[src/rtl/dskio_pkg.sv]
package dskio_pkg;
  parameter int unsigned DW      = 12;
  parameter int unsigned GRP_W   = 2;
  parameter int unsigned PULSE_W = 3;
  parameter int unsigned ERR_W   = 3;
  localparam int unsigned STA_W   = DW - 1;
  localparam int unsigned MEX_LSB = ERR_W;
  localparam int unsigned MEX_W   = 3;
  localparam int unsigned DEX_LSB = MEX_LSB + MEX_W;
  localparam int unsigned DEX_W   = STA_W - DEX_LSB;
  localparam logic [STA_W-1:0] EXT_MASK = {{(DEX_W + MEX_W){1'b1}}, {ERR_W{1'b0}}};

  typedef enum logic [GRP_W-1:0] {
    GRP_CTL = 2'd0,
    GRP_EXT = 2'd1,
    GRP_TST = 2'd2,
    GRP_NONE = 2'd3
  } grp_e;

  typedef struct packed {
    logic clr_all;
    logic load_da;
    logic fn_wr;
    logic clr_ext;
    logic chk_pos;
    logic ext_xfer;
    logic sk_err;
    logic sk_done;
    logic clr_ac;
    logic rd_da;
  } op_t;
endpackage

[src/rtl/dskio_decode.sv]
module dskio_decode
  import dskio_pkg::*;
(
  input  logic               stb,
  input  logic [GRP_W-1:0]   grp,
  input  logic [PULSE_W-1:0] pulse,
  output op_t                op
);
  logic g_ctl, g_ext, g_tst;

  always_comb begin
    g_ctl = stb && (grp_e'(grp) == GRP_CTL);
    g_ext = stb && (grp_e'(grp) == GRP_EXT);
    g_tst = stb && (grp_e'(grp) == GRP_TST);
    op = '0;
    op.clr_all  = g_ctl && pulse[0];
    op.load_da  = g_ctl && (pulse[1] || pulse[2]);
    op.fn_wr    = pulse[2];
    op.clr_ext  = g_ext && pulse[0];
    op.chk_pos  = g_ext && pulse[1];
    op.ext_xfer = g_ext && pulse[2];
    op.sk_err   = g_tst && pulse[0];
    op.sk_done  = g_tst && pulse[1] && !pulse[2];
    op.clr_ac   = g_tst && pulse[1] && pulse[2];
    op.rd_da    = g_tst && pulse[2];
  end
endmodule

[src/rtl/dskio_regs.sv]
module dskio_regs
  import dskio_pkg::*;
(
  input  logic             clk,
  input  logic             rst,
  input  op_t              op,
  input  logic [DW-1:0]    ac_in,
  input  logic             xfer_done,
  input  logic [ERR_W-1:0] err_set,
  output logic [STA_W-1:0] sta_q,
  output logic [DW-1:0]    da_q,
  output logic             done_q,
  output logic             irq_q,
  output logic             start_q,
  output logic             wr_q
);
  logic [STA_W-1:0] sta_n;
  logic [DW-1:0]    da_n;
  logic [STA_W-1:0] ext_src;

  always_comb begin
    da_n = da_q;
    if (op.clr_all) da_n = '0;
    if (op.load_da) da_n = da_n | ac_in;

    ext_src = op.chk_pos ? '0 : ac_in[STA_W-1:0];
    sta_n = sta_q;
    if (op.clr_all)  sta_n[ERR_W-1:0] = '0;
    if (op.clr_ext)  sta_n = sta_n & ~EXT_MASK;
    if (op.ext_xfer) sta_n = sta_n | (ext_src & EXT_MASK);
    sta_n[ERR_W-1:0] = sta_n[ERR_W-1:0] | err_set;
  end

  always_ff @(posedge clk) begin
    if (rst) begin
      sta_q   <= '0;
      da_q    <= '0;
      done_q  <= 1'b1;
      irq_q   <= 1'b0;
      start_q <= 1'b0;
      wr_q    <= 1'b0;
    end else begin
      sta_q   <= sta_n;
      da_q    <= da_n;
      start_q <= op.load_da;
      if (op.load_da) wr_q <= op.fn_wr;
      if (xfer_done) begin
        done_q <= 1'b1;
        irq_q  <= 1'b1;
      end else if (op.clr_all) begin
        done_q <= 1'b0;
        irq_q  <= 1'b0;
      end
    end
  end
endmodule

[src/rtl/dskio_acpath.sv]
module dskio_acpath
  import dskio_pkg::*;
(
  input  op_t              op,
  input  logic [DW-1:0]    ac_in,
  input  logic [STA_W-1:0] sta_q,
  input  logic             pcell,
  input  logic [DW-1:0]    da_q,
  input  logic             done_q,
  input  logic             pos_match,
  output logic [DW-1:0]    ac_out,
  output logic             skip
);
  logic [DW-1:0] acw;

  always_comb begin
    acw  = ac_in;
    skip = 1'b0;
    if (op.load_da) acw = '0;
    if (op.chk_pos) begin
      acw  = '0;
      skip = pos_match;
    end
    if (op.ext_xfer) acw = acw | {pcell, sta_q};
    if (op.sk_err && (sta_q[ERR_W-1:0] == '0)) skip = 1'b1;
    if (op.sk_done && done_q) skip = 1'b1;
    if (op.clr_ac) acw = '0;
    if (op.rd_da) acw = acw | da_q;
    ac_out = acw;
  end
endmodule

[src/rtl/dskio_ctl.sv]
module dskio_ctl
  import dskio_pkg::*;
(
  input  logic               clk,
  input  logic               rst,
  input  logic               iot_stb,
  input  logic [GRP_W-1:0]   iot_grp,
  input  logic [PULSE_W-1:0] iot_pulse,
  input  logic [DW-1:0]      ac_in,
  input  logic               pcell,
  input  logic               pos_match,
  input  logic               xfer_done,
  input  logic [ERR_W-1:0]   err_set,
  output logic [DW-1:0]      ac_out,
  output logic               skip,
  output logic               irq,
  output logic               xfer_start,
  output logic               xfer_wr,
  output logic [DW-1:0]      disk_addr,
  output logic [DW-1:0]      status
);
  op_t              op;
  logic [STA_W-1:0] sta_q;
  logic [DW-1:0]    da_q;
  logic             done_q;

  dskio_decode u_dec (
    .stb   (iot_stb),
    .grp   (iot_grp),
    .pulse (iot_pulse),
    .op    (op)
  );

  dskio_regs u_regs (
    .clk       (clk),
    .rst       (rst),
    .op        (op),
    .ac_in     (ac_in),
    .xfer_done (xfer_done),
    .err_set   (err_set),
    .sta_q     (sta_q),
    .da_q      (da_q),
    .done_q    (done_q),
    .irq_q     (irq),
    .start_q   (xfer_start),
    .wr_q      (xfer_wr)
  );

  dskio_acpath u_ac (
    .op        (op),
    .ac_in     (ac_in),
    .sta_q     (sta_q),
    .pcell     (pcell),
    .da_q      (da_q),
    .done_q    (done_q),
    .pos_match (pos_match),
    .ac_out    (ac_out),
    .skip      (skip)
  );

  assign disk_addr = da_q;
  assign status    = {pcell, sta_q};
endmodule

[config.mk]
export PLATFORM = sky130hd
export DESIGN_NAME = dskio_ctl
export DESIGN_NICKNAME = d
export VERILOG_FILES = /design/src/rtl/dskio_pkg.sv /design/src/rtl/dskio_decode.sv /design/src/rtl/dskio_regs.sv /design/src/rtl/dskio_acpath.sv /design/src/rtl/dskio_ctl.sv
export SDC_FILE = /design/constraint.sdc
export NUM_CORES = 1
export LEC_CHECK = 0
export BUFFER_PORTS_ARGS = -buffer_cell sky130_fd_sc_hd__buf_2
export CORE_ASPECT_RATIO = 0.6
export CORE_MARGIN = 2
export CORE_UTILIZATION = 45
export CTS_BUF_LIST = sky130_fd_sc_hd__clkbuf_16
export DETAILED_ROUTE_END_ITERATION = 10
export PLACE_DENSITY_LB_ADDON = 0.25
export SYNTH_ARGS = -nofsm -noshare
export SYNTH_HDL_FRONTEND = slang
export SYNTH_SLANG_ARGS = --single-unit
export TNS_END_PERCENT = 100
[constraint.sdc]
create_clock -name clk -period 3.05 [get_ports clk]
set_clock_uncertainty 0.2 [all_clocks]
set_input_delay 0 -clock clk [delete_from_list [all_inputs] [get_ports clk]]
set_output_delay 0 -clock clk [all_outputs]
set_load 0.005 [all_outputs]
==> out/results.tsv <==
metric	value	unit
outcome	complete, no violations	
commonest non-fill, non-tap cell in the layout	buf_2	
length of the first detailed-routing pass in iterations	4	
Yosys reg bits	27	
die width	71.2	um
clock share of power	37.3	%
Core Area	0.00254	mm2
switching share of power	23.7	%
Final #Nets	242	
synth unique cells	23	
Worst Path Required	2.85	ns
clock slew at reported path FFs	0.06	ns
worst slew pin tran	0.958	ns
Vias/cell	5.64	
1st-iter DRT viols	80	
# H-tree levels	1	
Via Count	1392	
Final ANT Viol Nets	0	
CTS sink count	27	
diodes inserted	0	
clk buf depth	2	
RSZ-0062 raised after global routing	false	
area growth from synthesis to layout	49.7	%
TritonCTS Buffers	3	
Final Hold Vio Count	0	
Final Cycle Share	65.1	%
setup violators final	0	
CTS root buf	clkbuf_16	
PwrDens	437	mW/mm2
Hold Path Class	input port to flop	
die area	0.00316	mm2
min Tclk post-route	1.99	ns
Reg power frac	46.7	%
Initial Util	48.0	%
TNS Setup	0	ns
P_sw	190	uW
DRC	0	
CP Launch Type	input port	
area leader, netlist	dfxtp_1	
post_cts resized	0	
# port buffers	65	
Skew-Pair Late Insertion Delay	0.26	ns
Rows	14	
slew margin rel.	36.1	%
Combinational Power Share	16.1	%
commonest cells after routing, fill and taps aside	65 x buf_2, 27 x dfxtp_1, 23 x dlygate4sd3_1	
Die Ht	44.3	um
grt ovf	0	
top cells by area, synth	dfxtp_1 44%, a22oi_1 13%, a22o_1 8.6%, nor2_1 4.6%, nand2_1 4.3%	
dpl cells	220	
Non-Filler Instances	247	
Max Clock Freq	504	MHz
Net Count, Synth	159	
Syn Area/Cell	9.17	um2
first-pass GRT wire length	6100	um
Pint	609	uW
crit-path max FO	12	
hpwl dp	2600	um
Syn Inst Count	133	
initial antenna violation count	0	
post-synth top area share	44.3	%
multi-input combinational cell area	611	um2
number of global-route vias before repair	1324	
CTS tree	built	
flip-flop and latch area	541	um2
RePlAce Congestion	0.827	
Synthesis Warnings	0	
detailed-route wire length per cell	15.3	um
synthesized cell area	0.00122	mm2
count of max-cap constraint violations	0	
Crit path arrival time	1.79	ns
CP Class	input port to output pin	
Fillers	203	
ratio of cells with drive above 1 in the final layout	34.9	%
WL final	3780	um
gr usage total	24.8	%
LEAKAGE	0.856	nW
largest net degree at the start of global routing	17	
crit end category	output pin	
register area share after synthesis	44.3	%
Max Slew Vio Count	0	
VDD IR-drop max	382	uV
# IOs	66	
[critical path, cell delays in order]
cell and delay, ns:
dlygate4sd3_1 0.53, buf_2 0.15, nor2b_1 0.16, o21ai_2 0.48, a22oi_1 0.14, o21ai_0 0.20
buf_2 0.14
[sequential cells by signal, summed over array words and instances (netlist names)]
name	flops
u_regs.done_q	1
u_regs.wr_q	1
u_regs.start_q	1
u_regs.da_q	12
u_regs.irq_q	1
u_regs.sta_q	11
[Yosys cell counts, drive strengths merged]
| master | instances |
|---|---|
| and3 | 1 |
| nor2 | 15 |
| nand3 | 2 |
| clkbuf | 2 |
| and2b | 2 |
| nor3b | 2 |
| buf | 8 |
| a22oi | 21 |
| and4b | 1 |
| a22o | 12 |
| a21oi | 7 |
| or4b | 1 |
| dfxtp | 27 |
| o21ai | 13 |
| a211o | 1 |
| nor2b | 2 |
| and2 | 1 |
| nand3b | 1 |
| nand2 | 14 |
[cells by family (layout without fill, tap and decap cells)]
| family | Yosys count | after routing | synth area share (%) |
|---|---|---|---|
| buf+inv | 10 | 92 | 5.64 |
| compound gates | 54 | 54 | 30.8 |
| flops | 27 | 27 | 44.3 |
| simple gates | 42 | 42 | 19.3 |
[routing by layer]
metal / vias up / share of wire (%) / global-route usage (%)
li1: 657 / - / -
met1: 661 / 44 / 31.1
met2: 68 / 47 / 42.4
met3: 6 / 7.5 / 6.38
met4: 0 / 1.5 / 8.68
met5: - / 0 / 0
[power groups by stage]
| stage | logic [mW] | clock network [mW] | registers [mW] |
|---|---|---|---|
| 2_1_floorplan | 0.0498 | 0 | 0.380 |
| 3_3_place_gp | 0.0993 | 0 | 0.380 |
| 3_5_place_dp | 0.103 | 0 | 0.380 |
| 4_1_cts | 0.127 | 0.301 | 0.372 |
| 5_1_grt | 0.141 | 0.313 | 0.374 |
| 6_report | 0.128 | 0.298 | 0.373 |
[stage by stage]
| step | total power, mW | util (%) | worst slack [ns] | area, um2 | hold slack [ns] |
|---|---|---|---|---|---|
| after floorplan | 0.429 | - | 1.71 | 1220 | -0.119 |
| after CTS | 0.800 | 71.9 | 1.05 | 1830 | 0.000642 |
| final | 0.799 | 71.9 | 1.06 | 1830 | 0.00788 |
| after global routing | 0.828 | 71.9 | 0.860 | 1830 | 0.0427 |
| after global placement | 0.479 | 59.7 | 1.56 | 1520 | -0.0155 |
| after detailed placement | 0.483 | 59.7 | 1.43 | 1520 | -0.0121 |
[timing repair]
| action | in CTS | in global routing |
|---|---|---|
| endpoints found under the hold margin | 27 | 0 |
| hold buffers | 23 | 0 |
| buffers inserted | 0 | 0 |
[area by class of cell]
type / count / area share (%)
Clock buffer: 3 / 4.11
Clock inverter: 1 / 0.274
Multi-Input combinational cell: 96 / 33.4
Sequential cell: 27 / 29.6
Tap cell: 32 / 2.19
Timing Repair Buffer: 88 / 30.4
[path summary, 6_finish.rpt]
check,startpoint,to,slack [ns],depth (start not counted)
worst max-delay path,iot_pulse[2],ac_out[0],1.06,7
worst max register to register,u_regs.sta_q[0]$_SDFF_PP0_,u_regs.sta_q[0]$_SDFF_PP0_,1.62,3
worst min register to register,u_regs.irq_q$_SDFFE_PP0P_,u_regs.irq_q$_SDFFE_PP0P_,0.28,2
worst min-delay path,iot_pulse[0],u_regs.done_q$_SDFFE_PP1P_,0.008,3
No activity file was read; power rests on OpenSTA's default activity.
